**src/rtl/usb_hc_pkg.sv**
```systemverilog
package usb_hc_pkg;
    typedef enum logic [1:0] {
        PORT_RESET   = 2'd0,
        PORT_IDLE    = 2'd1,
        PORT_READY   = 2'd2,
        PORT_SUSPEND = 2'd3
    } port_state_e;
endpackage

```
**src/rtl/usb_hc_line_filter.sv**
```systemverilog
module usb_hc_line_filter #(
    parameter int DEBOUNCE_CYCLES = 4
) (
    input  logic clk,
    input  logic rst_n,
    input  logic raw_i,
    output logic filt_o
);
    localparam int CNT_W = $clog2(DEBOUNCE_CYCLES + 1);
    localparam logic [CNT_W-1:0] LAST = CNT_W'(DEBOUNCE_CYCLES - 1);

    typedef struct packed {
        logic [CNT_W-1:0] cnt;
        logic             filt;
    } flt_t;

    flt_t r_d, r_q;

    always_comb begin
        r_d = r_q;
        if (raw_i == r_q.filt) begin
            r_d.cnt = '0;
        end else if (r_q.cnt == LAST) begin
            r_d.filt = raw_i;
            r_d.cnt  = '0;
        end else begin
            r_d.cnt = r_q.cnt + 1'b1;
        end
    end

    always_ff @(posedge clk or negedge rst_n) begin
        if (!rst_n) r_q <= '0;
        else        r_q <= r_d;
    end

    assign filt_o = r_q.filt;

    // the accepted level cannot move before the full run of differing samples
    p_filter_hold_r4: assert property (@(posedge clk) disable iff (!rst_n)
        (raw_i != r_q.filt && r_q.cnt != LAST) |=> (r_q.filt == $past(r_q.filt)));
    // a matching sample never changes the accepted level
    p_filter_match_r4: assert property (@(posedge clk) disable iff (!rst_n)
        (raw_i == r_q.filt) |=> $stable(r_q.filt));
endmodule

```
**src/rtl/usb_hc_frame_timer.sv**
```systemverilog
module usb_hc_frame_timer #(
    parameter int FRAME_CYCLES = 48000
) (
    input  logic clk,
    input  logic rst_n,
    input  logic run_i,
    output logic strobe_o
);
    localparam int CNT_W = $clog2(FRAME_CYCLES + 1);
    localparam logic [CNT_W-1:0] WRAP = CNT_W'(FRAME_CYCLES - 1);

    typedef struct packed {
        logic [CNT_W-1:0] cnt;
        logic             strobe;
    } tmr_t;

    tmr_t r_d, r_q;

    always_comb begin
        r_d = r_q;
        r_d.strobe = 1'b0;
        if (!run_i) begin
            r_d.cnt = '0;
        end else if (r_q.cnt == WRAP) begin
            r_d.cnt    = '0;
            r_d.strobe = 1'b1;
        end else begin
            r_d.cnt = r_q.cnt + 1'b1;
        end
    end

    always_ff @(posedge clk or negedge rst_n) begin
        if (!rst_n) r_q <= '0;
        else        r_q <= r_d;
    end

    assign strobe_o = r_q.strobe;

    // a stopped timer never emits a strobe in the following cycle
    p_stopped_quiet_r10: assert property (@(posedge clk) disable iff (!rst_n)
        !run_i |=> !r_q.strobe);
    // consecutive strobes are impossible with a period above one
    p_strobe_single_r10: assert property (@(posedge clk) disable iff (!rst_n)
        (r_q.strobe && FRAME_CYCLES > 1) |=> !r_q.strobe);
endmodule

```
**src/rtl/usb_hc_conn_fsm.sv**
```systemverilog
module usb_hc_conn_fsm
    import usb_hc_pkg::*;
(
    input  logic        clk,
    input  logic        rst_n,
    input  logic        ctl_en,
    input  logic        id_level,
    input  logic        vbus_req,
    input  logic        attached_i,
    input  logic        sof_en,
    output port_state_e state_o,
    output logic        vbus_en_o,
    output logic        connect_o,
    output logic        disconnect_o
);
    typedef struct packed {
        port_state_e st;
        logic        vbus;
        logic        conn;
        logic        disc;
    } fsm_t;

    fsm_t r_d, r_q;
    logic host_ok;

    assign host_ok = ctl_en & ~id_level;

    always_comb begin
        r_d      = r_q;
        r_d.conn = 1'b0;
        r_d.disc = 1'b0;
        r_d.vbus = vbus_req & host_ok;
        if (!host_ok) begin
            r_d.st = PORT_RESET;
        end else begin
            unique case (r_q.st)
                PORT_RESET: r_d.st = PORT_IDLE;
                PORT_IDLE: begin
                    if (attached_i && vbus_req) begin
                        r_d.st   = PORT_READY;
                        r_d.conn = 1'b1;
                    end
                end
                PORT_READY: begin
                    if (!attached_i) begin
                        r_d.st   = PORT_IDLE;
                        r_d.disc = 1'b1;
                    end else if (!sof_en) begin
                        r_d.st = PORT_SUSPEND;
                    end
                end
                PORT_SUSPEND: begin
                    if (!attached_i) begin
                        r_d.st   = PORT_IDLE;
                        r_d.disc = 1'b1;
                    end else if (sof_en) begin
                        r_d.st = PORT_READY;
                    end
                end
                default: r_d.st = PORT_RESET;
            endcase
        end
    end

    always_ff @(posedge clk or negedge rst_n) begin
        if (!rst_n) r_q <= '{st: PORT_RESET, vbus: 1'b0, conn: 1'b0, disc: 1'b0};
        else        r_q <= r_d;
    end

    assign state_o      = r_q.st;
    assign vbus_en_o    = r_q.vbus;
    assign connect_o    = r_q.conn;
    assign disconnect_o = r_q.disc;

    // leaving host role always lands in Reset
    p_host_exit_r3: assert property (@(posedge clk) disable iff (!rst_n)
        !host_ok |=> (r_q.st == PORT_RESET && !r_q.conn && !r_q.disc));
    // a connect event only accompanies an Idle-to-Ready move
    p_connect_edge_r8: assert property (@(posedge clk) disable iff (!rst_n)
        r_q.conn |-> (r_q.st == PORT_READY && $past(r_q.st) == PORT_IDLE));
    // a disconnect event only accompanies a return to Idle
    p_disconnect_edge_r8: assert property (@(posedge clk) disable iff (!rst_n)
        r_q.disc |-> (r_q.st == PORT_IDLE && $past(r_q.st) != PORT_IDLE));
    // resuming frame generation leaves Suspend while attached
    p_resume_r6: assert property (@(posedge clk) disable iff (!rst_n)
        (r_q.st == PORT_SUSPEND && host_ok && attached_i && sof_en) |=> (r_q.st == PORT_READY));
    // detach from a connected state returns to Idle
    p_detach_r7: assert property (@(posedge clk) disable iff (!rst_n)
        ((r_q.st == PORT_READY || r_q.st == PORT_SUSPEND) && host_ok && !attached_i)
        |=> (r_q.st == PORT_IDLE));
endmodule

```
**src/rtl/usb_host_conn_ctrl.sv**
```systemverilog
module usb_host_conn_ctrl
    import usb_hc_pkg::*;
#(
    parameter int DEBOUNCE_CYCLES = 4,
    parameter int FRAME_CYCLES    = 48000
) (
    input  logic       clk,
    input  logic       rst_n,
    input  logic       ctl_en,
    input  logic       id_level,
    input  logic       vbus_req,
    input  logic       dp_in,
    input  logic       dm_in,
    input  logic       sof_en,
    output logic [1:0] state_o,
    output logic       vbus_en_o,
    output logic       connect_pulse_o,
    output logic       disconnect_pulse_o,
    output logic       frame_strobe_o
);
    logic        attached;
    logic        tick;
    port_state_e cur_state;

    usb_hc_line_filter #(.DEBOUNCE_CYCLES(DEBOUNCE_CYCLES)) u_filter (
        .clk    (clk),
        .rst_n  (rst_n),
        .raw_i  (dp_in | dm_in),
        .filt_o (attached)
    );

    usb_hc_conn_fsm u_fsm (
        .clk          (clk),
        .rst_n        (rst_n),
        .ctl_en       (ctl_en),
        .id_level     (id_level),
        .vbus_req     (vbus_req),
        .attached_i   (attached),
        .sof_en       (sof_en),
        .state_o      (cur_state),
        .vbus_en_o    (vbus_en_o),
        .connect_o    (connect_pulse_o),
        .disconnect_o (disconnect_pulse_o)
    );

    usb_hc_frame_timer #(.FRAME_CYCLES(FRAME_CYCLES)) u_timer (
        .clk      (clk),
        .rst_n    (rst_n),
        .run_i    (cur_state == PORT_READY),
        .strobe_o (tick)
    );

    assign state_o        = cur_state;
    assign frame_strobe_o = tick & (cur_state == PORT_READY);

    // the strobe is confined to Ready
    p_strobe_ready_r10: assert property (@(posedge clk) disable iff (!rst_n)
        frame_strobe_o |-> (state_o == 2'd2));
    // power enable is never granted outside host role
    p_vbus_host_r9: assert property (@(posedge clk) disable iff (!rst_n)
        (!ctl_en || id_level) |=> !vbus_en_o);
endmodule

```
**config.mk**
```make
export PLATFORM = sky130hd
export DESIGN_NAME = usb_host_conn_ctrl
export DESIGN_NICKNAME = d
export VERILOG_FILES = /design/src/rtl/usb_hc_pkg.sv /design/src/rtl/usb_hc_line_filter.sv /design/src/rtl/usb_hc_frame_timer.sv /design/src/rtl/usb_hc_conn_fsm.sv /design/src/rtl/usb_host_conn_ctrl.sv
export SDC_FILE = /design/constraint.sdc
export NUM_CORES = 1
export LEC_CHECK = 0
export CORE_ASPECT_RATIO = 1.2
export CORE_MARGIN = 2
export CORE_UTILIZATION = 53
export DETAILED_ROUTE_END_ITERATION = 6
export PLACE_DENSITY = 0.76
export SLEW_MARGIN = 20
export SYNTH_ARGS = -nofsm -noshare
export SYNTH_HDL_FRONTEND = slang
export SYNTH_SLANG_ARGS = --single-unit
```
**constraint.sdc**
```tcl
create_clock -name clk -period 2.28 [get_ports clk]
set_input_delay 0.456 -clock clk [delete_from_list [all_inputs] [get_ports clk]]
set_output_delay 0.456 -clock clk [all_outputs]
set_load 0.02 [all_outputs]
```
==> summary.md <==
| Metric | Value |
|---|---|
| Worst-path maximum fanout | 8 |
| Main combinational cell family by area after synthesis | simple AND/OR/NAND/NOR gates |
| First-pass detailed-route iteration total | 4 |
| Most common cell in the netlist | dfrtp_1 |
| Fillcell total | roughly 170 |
| Final WL | about 2.0 mm |
| Slowest stage delay, CP | slightly below 600 ps |
| Critical path startpoint category | flop |
| Average size of a mapped cell | 10.1 um2 |
| Post-synth EDFFs | 0 |
| Total Die Area | about 2600 um2 |
| Setup crit end kind | output port |
| Detail Route Antenna Nets | 0 |
| Synth cell count leaders | dfrtp_1 (26), nor2_1 (19), nand2_1 (11) |
| Fmax | around 460 MHz |
| Core ar. | 2090 um2 |
| Layout Skew | about 9.1 ps |
| Clock sinks | 26 |
| Number of setup violations in the final report | 0 |
| Met1 Resource Use GR | about a quarter |
| Hold_buf cts | 0 |
| Antenna violations before repair | 0 |
| Initial Util | 56.4% |
| N_diodes | 0 |
| GRT Util Overall | between 15 and 20% |
| Final #Nets | between 100 and 150 |
| Multi-input logic area | between 500 and 600 um2 |
| CTS tree | built |
| FF/Latch Area | roughly 650 um2 |
| Sum Neg Setup Slack | 0 ps |
| Synth Area in Simple Gates | 27.6% |
| Grt ovf | 0 |
| Worst path cell trace | nor2b_1 -> and2_1 -> clkdlybuf4s50_1 |
| Postcts setup bufs | 0 |
| Worst Hold Class | flop to flop |
| Die X | approximately 47 um |
| Chip height | between 50 and 60 um |
| Largest net degree at the start of global routing | 27 |
| CTS buffer count | 3 |
| Pins Over Slew Limit | 0 |
| Worst path slowest cell | clkdlybuf4s50_1 |
| Yosys reg bits | 26 |
| Yosys cell types | 27 |
| Avg Vias per Cell | around 5.1 |
| Worst-Margin Slew | between 300 and 400 ps |
| Synth top area share | between 50% and 60% |
| Hold Fails Final Rpt | 0 |
| Ys async rst share | between 90% and 100% |
| GRT Max-Usage Layer | met2 |
| Detailed-route DRC error count | 0 |
| Synth-to-Final Area Change | 19.6% |
| Synthesized Nets | 127 |
| Yosys top cell by area | dfrtp_1 |
| Total power | between 900 and 1000 uW |
| Outcome | finished clean |
| XOR/XNOR share of the synthesized area | 9.64% |
| Root Buffer | clkbuf_4 |
| Cell Area, Synth | ~1200 um2 |
| Half-perimeter wire length after placement | around 1.5 mm |
| Top post-synthesis cells by area | dfrtp_1 (55%), nor2_1 (6.0%), xor2_1 (5.2%) |
| I/O pin count | 14 |
| Synth Instances | approximately 120 |
| Critical path data arrival time | between 1500 and 2000 ps |
| Period utilization | between 90 and 100% |
| Mux share of post-synthesis cell area | 0% |
| CTS H-tree lvls | 1 |
| CP Class | flop to output port |
| I/O Buffers | 13 |
| WL per Instance | roughly 12 um |
| Met3 Usage GRT | slightly below 3% |
| Critical Path RT | around 1800 ps |
| Synth warn | 0 |
| Worst vdd ir | 0.652 mV |
| Skew-Pair Late Insertion Delay | around 320 ps |
| Clk pin slew, worst setup/hold paths | about 140 ps |
| # Max-Cap Violations | 0 |
| Worst r2r src | u_timer.r_q[1]$_DFF_PN0_ |
| First-pass GRT wire length | between 3 and 4 mm |
| Core Rows | 18 |
| Routability congestion estimate | about 0.79 |
| Post-synthesis sequential area ratio | between 50% and 60% |
| Adder-Cell Fraction of Synth Area | between 2 and 2.5% |
| Worst rel slew slack | ~76% |
| DRC marker count from the first detailed-route iteration | 8 |
| Final Critical Period | roughly 2200 ps |
| RSZ-0062 raised after global routing | no |
| Post-synthesis compound-gate area fraction | 3.81% |
| Share of post-route cells with drive strength above 1 | 6.67% |
| Vias | around 850 |
| Setup crit start | u_fsm.state_o[1]$_DFFE_PN0P_ |
| Met2 usage | between 20% and 30% |
| Synth Flop Type | dfrtp_1 |
| Hold Crit Start | u_filter.r_q[1]$_DFF_PN0_ |
| Power Dens Cells | ~650 nW/um2 |
| Lkg Pwr | about 0.00057 uW |
| Bufs on Longest Clock Path | 2 |
| Via count of the first global-routing pass | between 800 and 900 |
## per-layer routing
layer,vias to the layer above,share of wire (%)
met2,8,49
met1,402,48
met3,2,1.9
li1,434,-
met4,0,0.87
met5,-,0
## flip-flops by register name, summed over array words and instances (netlist names)
register and cells:
u_fsm.state_o 2, u_fsm.vbus_en_o 1, u_filter.r_q 3, u_fsm.disconnect_o 1
u_timer.r_q 16, u_fsm.connect_o 1, u_timer.strobe_o 1, u_filter.filt_o 1
## cell families after synthesis
family / after synthesis
buffers and inverters: 5
AND/OR/NAND/NOR: 62
flip-flops: 26
adder cells (fa/ha/maj): 2
AO/OA/AOI/OAI: 9
XOR/XNOR: 13
## worst max-delay path: cells and delay by family, from the launching register on
kind	cells	cell delay, ps
buffers and inverters	1	590
AND/OR/NAND/NOR	2	370
flip-flops	1	440
## layout by cell type, fill, tap and decap left out, types with 2 or more instances in the layout
cell type and n:
a21oi_1 4, buf_4 2, clkbuf_4 3, clkdlybuf4s50_1 13, dfrtp_1 25, ha_1 2, inv_1 4, nand2_1 11
nand2b_1 3, nand3_1 5, nand4_1 2, nor2_1 19, nor3_1 3, nor3b_1 3, nor4_1 3, o21ai_0 4
or3_1 3, or4_1 2, xnor2_1 6, xor2_1 7
## stage by stage
step                utilization, %  instance area (um2)  cells  worst slack, ps  hold slack [ps]
global placement              64.9                 1360    161              467              424
CTS                           67.4                 1410    165             57.1              456
global route                  67.4                 1410    165             7.85              479
detailed placement            64.9                 1360    161              354              437
finish                        67.4                 1410    165             99.8              451
floorplan                        -                 1180    117              534              160
## final cells by class
cell class | instances | share of cell area, %
Inverter | 4 | 1.06
Sequential cell | 26 | 46.1
Clock inverter | 1 | 2.13
Tap cell | 30 | 2.66
Timing Repair Buffer | 15 | 10.3
Clock buffer | 3 | 1.59
Multi-Input combinational cell | 86 | 36.1
## path summary, 6_finish.rpt
check	to	slack [ps]	cells past startpoint
min reg2reg	u_filter.r_q[1]$_DFF_PN0_	450	1
min	u_filter.r_q[1]$_DFF_PN0_	450	1
max reg2reg	u_timer.r_q[13]$_DFF_PN0_	330	5
min in group asynchronous	u_fsm.connect_o$_DFF_PN0_	470	2
max in group asynchronous	u_fsm.state_o[1]$_DFFE_PN0P_	1550	2
max	frame_strobe_o	100	3
## what timing repair did
item	4_1_cts	5_1_grt
resized for setup	0	1
endpoints found under the setup margin	0	1
endpoints found under the hold margin	0	0
## report_power, final
| part | leakage, uW | internal [uW] | switching (uW) | total, uW |
|---|---|---|---|---|
| sequential | 0.000356 | 488 | 22.4 | 510 |
| combinational | 0.000189 | 43.9 | 50.9 | 94.8 |
| clock | 0.0000279 | 178 | 137 | 315 |
| total | 0.000572 | 709 | 210 | 919 |
(Power assumes the default switching activity.)
